--- src/rtl/secclk_pkg.sv ---
package secclk_pkg;

  typedef enum logic [2:0] {
    PM_RUN_PRI,
    PM_ENTER,
    PM_IDLE_SEC,
    PM_WAKE_WAIT,
    PM_RUN_SEC,
    PM_RETURN
  } pm_state_t;

  localparam logic [1:0] SEL_SECONDARY = 2'b01;

  typedef struct packed {
    logic cpu_en;
    logic src_sec;
    logic per_en;
    logic pri_pwr;
    logic pri_ok;
    logic sec_act;
  } pm_out_t;

  function automatic logic idle_entry_ok(input logic sleep, input logic idle_en,
                                         input logic [1:0] sel, input logic sec_en);
    return sleep & idle_en & (sel == SEL_SECONDARY) & sec_en;
  endfunction

  function automatic logic primary_ready(input logic ost_done, input logic pll_sel,
                                         input logic pll_done);
    return ost_done & (~pll_sel | pll_done);
  endfunction

  function automatic pm_out_t decode_state(input pm_state_t st);
    pm_out_t o;
    o = '0;
    case (st)
      PM_RUN_PRI:   begin o.cpu_en = 1'b1; o.per_en = 1'b1; o.pri_pwr = 1'b1; o.pri_ok = 1'b1; end
      PM_ENTER:     begin o.src_sec = 1'b1; o.pri_pwr = 1'b1; end
      PM_IDLE_SEC:  begin o.src_sec = 1'b1; o.per_en = 1'b1; o.sec_act = 1'b1; end
      PM_WAKE_WAIT: begin o.src_sec = 1'b1; o.per_en = 1'b1; o.pri_pwr = 1'b1; o.sec_act = 1'b1; end
      PM_RUN_SEC:   begin o.cpu_en = 1'b1; o.src_sec = 1'b1; o.per_en = 1'b1;
                          o.pri_pwr = 1'b1; o.sec_act = 1'b1; end
      PM_RETURN:    begin o.pri_pwr = 1'b1; end
      default:      o = '0;
    endcase
    return o;
  endfunction

endpackage

--- src/rtl/secclk_wake_timer.sv ---
module secclk_wake_timer #(
  parameter int CYC = 10
) (
  input  logic clk,
  input  logic rst_n,
  input  logic run,
  output logic done
);
  localparam int CW = (CYC < 2) ? 1 : $clog2(CYC + 1);
  localparam logic [CW-1:0] LAST = CW'(CYC - 1);

  logic [CW-1:0] cnt;

  assign done = run && (cnt == LAST);

  always_ff @(posedge clk or negedge rst_n) begin
    if (!rst_n)      cnt <= '0;
    else if (!run)   cnt <= '0;
    else if (done)   cnt <= '0;
    else             cnt <= cnt + 1'b1;
  end
endmodule

--- src/rtl/secclk_pri_ready.sv ---
module secclk_pri_ready
  import secclk_pkg::*;
#(
  parameter int OST_TICKS = 1024,
  parameter int PLL_CYC   = 2000
) (
  input  logic clk,
  input  logic rst_n,
  input  logic pwr,
  input  logic tick,
  input  logic pll_sel,
  output logic ready
);
  localparam int OW = $clog2(OST_TICKS + 1);
  localparam int PW = $clog2(PLL_CYC + 1);
  localparam logic [OW-1:0] OST_FULL = OW'(OST_TICKS);
  localparam logic [PW-1:0] PLL_FULL = PW'(PLL_CYC);

  logic [OW-1:0] ost_cnt;
  logic [PW-1:0] pll_cnt;
  logic          ost_done;
  logic          pll_done;

  assign ost_done = (ost_cnt == OST_FULL);
  assign pll_done = (pll_cnt == PLL_FULL);
  assign ready    = primary_ready(ost_done, pll_sel, pll_done);

  always_ff @(posedge clk or negedge rst_n) begin
    if (!rst_n) begin
      ost_cnt <= OST_FULL;
      pll_cnt <= PLL_FULL;
    end else if (!pwr) begin
      ost_cnt <= '0;
      pll_cnt <= '0;
    end else begin
      if (tick && !ost_done)                ost_cnt <= ost_cnt + 1'b1;
      if (ost_done && pll_sel && !pll_done) pll_cnt <= pll_cnt + 1'b1;
    end
  end
endmodule

--- src/rtl/secclk_mode_fsm.sv ---
module secclk_mode_fsm
  import secclk_pkg::*;
(
  input  logic      clk,
  input  logic      rst_n,
  input  logic      entry_ok,
  input  logic      wake_evt,
  input  logic      dly_done,
  input  logic      pri_ready,
  output pm_state_t state,
  output logic      wake_seen
);
  pm_state_t nxt;
  logic      wake_pend;

  assign wake_seen = wake_evt | wake_pend;

  always_comb begin
    nxt = state;
    case (state)
      PM_RUN_PRI:   if (entry_ok)  nxt = PM_ENTER;
      PM_ENTER:                    nxt = PM_IDLE_SEC;
      PM_IDLE_SEC:  if (wake_seen) nxt = PM_WAKE_WAIT;
      PM_WAKE_WAIT: if (dly_done)  nxt = PM_RUN_SEC;
      PM_RUN_SEC:   if (pri_ready) nxt = PM_RETURN;
      PM_RETURN:                   nxt = PM_RUN_PRI;
      default:                     nxt = PM_RUN_PRI;
    endcase
  end

  always_ff @(posedge clk or negedge rst_n) begin
    if (!rst_n) begin
      state     <= PM_RUN_PRI;
      wake_pend <= 1'b0;
    end else begin
      state <= nxt;
      if (state == PM_ENTER && wake_evt) wake_pend <= 1'b1;
      else if (state == PM_IDLE_SEC)     wake_pend <= 1'b0;
    end
  end
endmodule

--- src/rtl/secclk_pwr_ctrl.sv ---
module secclk_pwr_ctrl
  import secclk_pkg::*;
#(
  parameter int WAKE_CYC  = 10,
  parameter int OST_TICKS = 1024,
  parameter int PLL_CYC   = 2000
) (
  input  logic       clk,
  input  logic       rst_n,
  input  logic       sleep_req,
  input  logic       idle_en,
  input  logic [1:0] clk_sel,
  input  logic       sec_osc_en,
  input  logic       sec_osc_run,
  input  logic       pri_tick,
  input  logic       pll_sel,
  input  logic       wake_evt,
  output logic       cpu_clk_en,
  output logic       per_clk_en,
  output logic       per_src_sec,
  output logic       pri_osc_pwr,
  output logic       pri_ok,
  output logic       sec_active
);
  pm_state_t state;
  pm_out_t   dec;
  logic      entry_ok;
  logic      dly_done;
  logic      pri_ready;
  logic      wake_seen;
  logic      src_gate;

  assign entry_ok = idle_entry_ok(sleep_req, idle_en, clk_sel, sec_osc_en);

  secclk_mode_fsm u_fsm (
    .clk       (clk),
    .rst_n     (rst_n),
    .entry_ok  (entry_ok),
    .wake_evt  (wake_evt),
    .dly_done  (dly_done),
    .pri_ready (pri_ready),
    .state     (state),
    .wake_seen (wake_seen)
  );

  secclk_wake_timer #(.CYC(WAKE_CYC)) u_wake (
    .clk   (clk),
    .rst_n (rst_n),
    .run   (state == PM_WAKE_WAIT),
    .done  (dly_done)
  );

  assign dec = decode_state(state);

  secclk_pri_ready #(.OST_TICKS(OST_TICKS), .PLL_CYC(PLL_CYC)) u_pri (
    .clk     (clk),
    .rst_n   (rst_n),
    .pwr     (dec.pri_pwr),
    .tick    (pri_tick),
    .pll_sel (pll_sel),
    .ready   (pri_ready)
  );

  assign src_gate    = dec.src_sec ? sec_osc_run : 1'b1;
  assign cpu_clk_en  = dec.cpu_en & src_gate;
  assign per_clk_en  = dec.per_en & src_gate;
  assign per_src_sec = dec.src_sec;
  assign pri_osc_pwr = dec.pri_pwr;
  assign pri_ok      = dec.pri_ok;
  assign sec_active  = dec.sec_act;
endmodule

--- config.mk ---
export PLATFORM = sky130hd
export DESIGN_NAME = secclk_pwr_ctrl
export DESIGN_NICKNAME = d
export VERILOG_FILES = /design/src/rtl/secclk_pkg.sv /design/src/rtl/secclk_wake_timer.sv /design/src/rtl/secclk_pri_ready.sv /design/src/rtl/secclk_mode_fsm.sv /design/src/rtl/secclk_pwr_ctrl.sv
export SDC_FILE = /design/constraint.sdc
export NUM_CORES = 1
export LEC_CHECK = 0
export BUFFER_PORTS_ARGS = -buffer_cell sky130_fd_sc_hd__clkbuf_2
export CAP_MARGIN = 25
export CORE_UTILIZATION = 50
export CTS_CLUSTER_DIAMETER = 60
export DETAILED_ROUTE_END_ITERATION = 8
export PLACE_DENSITY_LB_ADDON = 0.1
export SLEW_MARGIN = 40
export SYNTH_ARGS = -nofsm -noshare
export SYNTH_HDL_FRONTEND = slang
export SYNTH_HIERARCHICAL = 1
export SYNTH_SLANG_ARGS = --single-unit
--- constraint.sdc ---
create_clock -name clk -period 2.8 [get_ports clk]
set_input_delay 0.42 -clock clk [delete_from_list [all_inputs] [get_ports clk]]
set_output_delay 0.42 -clock clk [all_outputs]
set_load 0.01 [all_outputs]
==> flow_metrics.py <==
metrics = {
    "logic_synthesis": {
        "syn_inst": 187,
        "synth-edff-count": 0,
        "synth-main-ff-cell": "dfrtp_1",
        "synth_area_um2": 1759,
        "syn_nets": 204,
        "yosysSeqAreaShare_pct": 43.17,
        "synth_cell_types": 45,
        "avgSynthCellArea_um2": 9.407,
        "yosys_warnings": 6,
        "yosysTopAreaCellShare_pct": 32.72,
        "synth_top_cells_by_area": "dfrtp_1, dfstp_2, ha_1",
        "synth-seq-cells": 30,
        "synth_area_leader_cell": "dfrtp_1",
        "async_reset_ff_share_pct": 100.0,
    },
    "sta": {
        "fin_crit_ns": 1.955,
        "rsz0062_at_grt": "false",
        "slew_viol_final": 0,
        "final-setup-viol-count": 0,
        "hold_violations": 0,
        "max_freq_mhz": 511.6,
        "setup_tns_ns": 0,
        "tightestPinTransition_ns": 0.6512,
        "finClkSkew_ns": 0.004137,
        "slew_headroom_pct": 56.58,
        "period_share_pct": 69.81,
    },
    "clocking": {
        "cts.sinks": 30,
        "cts-resized-gates": 0,
        "cts_tree": "built",
        "htree_num_levels": 2,
        "cts.path.max_buffers": 2,
        "numCtsBuffers": 5,
        "cts.clk_slew.worst_paths_ns": 0.09,
        "root_buffer": "clkbuf_4",
        "clk_latency_ns": 0.32,
        "post_cts_buffers": 0,
        "holdBufCountCts": 0,
    },
    "worst_setup_path": {
        "regToRegStartpoint": "u_pri/ost_cnt[0]$_DFFE_PN0P_",
        "crit_type": "reg -> reg",
        "cp_max_fo": 12,
        "cp.arrival_ns": 2.20,
        "end_kind": "register",
        "required_ns": 3.04,
        "startpoint_type": "register",
        "startpoint": "u_pri/ost_cnt[0]$_DFFE_PN0P_",
    },
    "placed_design": {
        "gp_congestion": 0.8610,
        "port_buffers": 16,
        "hpwl_um": 2390,
        "dp.cells": 248,
    },
    "power": {
        "p_seq_share_pct": 47.1,
        "swShare_pct": 38.59,
        "clock_power_share_pct": 19.9,
        "p_int_mw": 0.8165,
        "p_sw_mw": 0.5130,
        "power.density_nw_per_um2": 682.5,
        "peakVddDrop_mv": 0.3839,
        "pwr-share-comb_pct": 33.0,
        "leakage_nw": 0.7850,
    },
    "final_layout": {
        "area_growth_pct": 10.74,
        "drive_gt1_share_pct": 19.05,
        "stdcell_count": 256,
        "diodes": 0,
        "nets": 226,
    },
    "floorplanning": {
        "die_x_um": 61.32,
        "io_pins": 17,
        "core_um2": 3363,
        "initial_utilization_pct": 52.31,
        "fp-row-count": 21,
        "die_area_um2": 3760,
        "dieHeight_um": 61.32,
    },
    "route": {
        "vias_per_cell": 5.629,
        "wl_per_cell_um": 13.29,
        "drt-total-wl_um": 3401,
        "firstDrtPassIters": 4,
        "via_count": 1441,
        "final_antenna_net_count": 0,
        "drc_errors": 0,
        "drtIter0Drc": 58,
    },
    "hold_path": {
        "hold_class": "in -> async",
    },
    "global_route": {
        "grt_usage_pct": 19.87,
        "grt_pass1_wl_um": 5361,
        "grt_pass1_vias": 1269,
        "grt_max_degree": 31,
        "antenna_found_initial": 0,
        "overflow": 0,
    },
    "run_status": {
        "status": "finished, final reports clean",
    },
    "job": {
        "cap_violations": 0,
    },
}
-- through the flow --
step	hold WS [ns]	setup slack [ns]	util, %	instance area, um2	power [mW]
final	0.1157	0.8452	57.92	1948	1.330
after detailed placement	0.4815	0.8687	56.18	1889	1.072
after CTS	0.1518	0.8496	57.92	1948	1.345
after floorplan	0.1244	0.6884	-	1759	0.9316
after global placement	0.4729	0.9127	56.18	1889	1.038
after global routing	0.1443	0.6774	57.92	1948	1.445
-- kinds of logic (layout without fill, tap and decap cells) --
family	count (synthesis)	after routing	share of synthesized area [%]
AND/OR/NAND/NOR	87	87	28.95
AO/OA/AOI/OAI	34	34	11.81
flip-flops	30	30	43.17
buffers and inverters	15	38	3.627
XOR/XNOR	9	9	4.481
adder cells (fa/ha/maj)	6	6	4.267
multiplexers	6	6	3.698
-- cells in the mapped netlist, drive strengths merged (3+ instances only) --
cell,instances
a21oi,13
dfrtp,23
dfstp,7
ha,6
inv,12
mux2i,5
nand2,14
nand2b,5
nand3,11
nand4,8
nor2,17
nor2b,3
nor3,4
nor4,6
o21ai,10
o31ai,5
or4,5
xnor2,6
xor2,3
-- cell type report --
cell class | count | area, um2
fillers | 326 | 1415
repair buffers | 17 | 87.58
clock buffers | 8 | 58.81
multi-input cells | 142 | 935.9
flip-flops and latches | 30 | 759.5
well taps | 46 | 57.56
inverters | 13 | 48.80
-- per-layer routing --
layer	global-route usage, %	part of all wire, %
met1	24.90	49
met4	5.844	0.68
met3	6.933	2.9
met5	0	0
met2	32.45	48
-- registers in the layout, summed over array words and instances (netlist names) --
signal / count
u_wake/cnt: 4
u_fsm/wake_pend: 1
u_pri/pll_cnt: 11
u_fsm/state: 3
u_pri/ost_cnt: 11
-- final timing paths --
check                      slack, ns                            end  depth (start not counted)
max                             0.85   u_pri/pll_cnt[6]$_DFFE_PN1P_                          6
min                             0.12   u_pri/pll_cnt[3]$_DFFE_PN0P_                          1
max reg2reg                     0.85   u_pri/pll_cnt[6]$_DFFE_PN1P_                          6
min reg2reg                     0.50  u_pri/pll_cnt[10]$_DFFE_PN1P_                          2
max in group asynchronous       2.26   u_pri/ost_cnt[4]$_DFFE_PN0P_                          1
min in group clk                0.40    u_fsm/wake_pend$_DFFE_PN0P_                          3
-- power groups by stage --
| stage | combinational (mW) | clock, mW | sequential (mW) |
|---|---|---|---|
| 2_1_floorplan | 0.322 | 0 | 0.610 |
| 3_3_place_gp | 0.413 | 0 | 0.625 |
| 3_5_place_dp | 0.438 | 0 | 0.634 |
| 4_1_cts | 0.444 | 0.275 | 0.626 |
| 5_1_grt | 0.505 | 0.298 | 0.642 |
| 6_report | 0.439 | 0.264 | 0.626 |
-- placed cells by master, fill, tap and decap left out, types with 2 or more instances in the layout --
| master | instances |
|---|---|
| nand3b_1 | 2 |
| nor3b_1 | 2 |
| clkbuf_4 | 5 |
| o21ai_0 | 9 |
| nor3_1 | 4 |
| xnor2_1 | 6 |
| nand2_1 | 14 |
| and3_1 | 2 |
| mux2i_1 | 5 |
| nor4_1 | 5 |
| o31ai_1 | 5 |
| or3_1 | 2 |
| clkbuf_1 | 2 |
| or4_1 | 5 |
| nor2b_1 | 2 |
| a21oi_1 | 13 |
| clkbuf_2 | 15 |
| xor2_1 | 3 |
| nand3_1 | 10 |
| nor2_1 | 16 |
| ha_1 | 6 |
| dfrtp_1 | 23 |
| inv_1 | 12 |
| dfstp_2 | 7 |
| nand4_1 | 7 |
| nand2b_1 | 5 |
-- worst max-delay path: stages (launching register included) --
cell      delay (ns)
dfrtp_1         0.43
inv_1           0.08
ha_1            0.14
and4bb_2        0.28
nand4_2         0.24
or4_1           0.54
a21oi_1         0.16
Note: power is estimated with default switching activity, not from simulation.
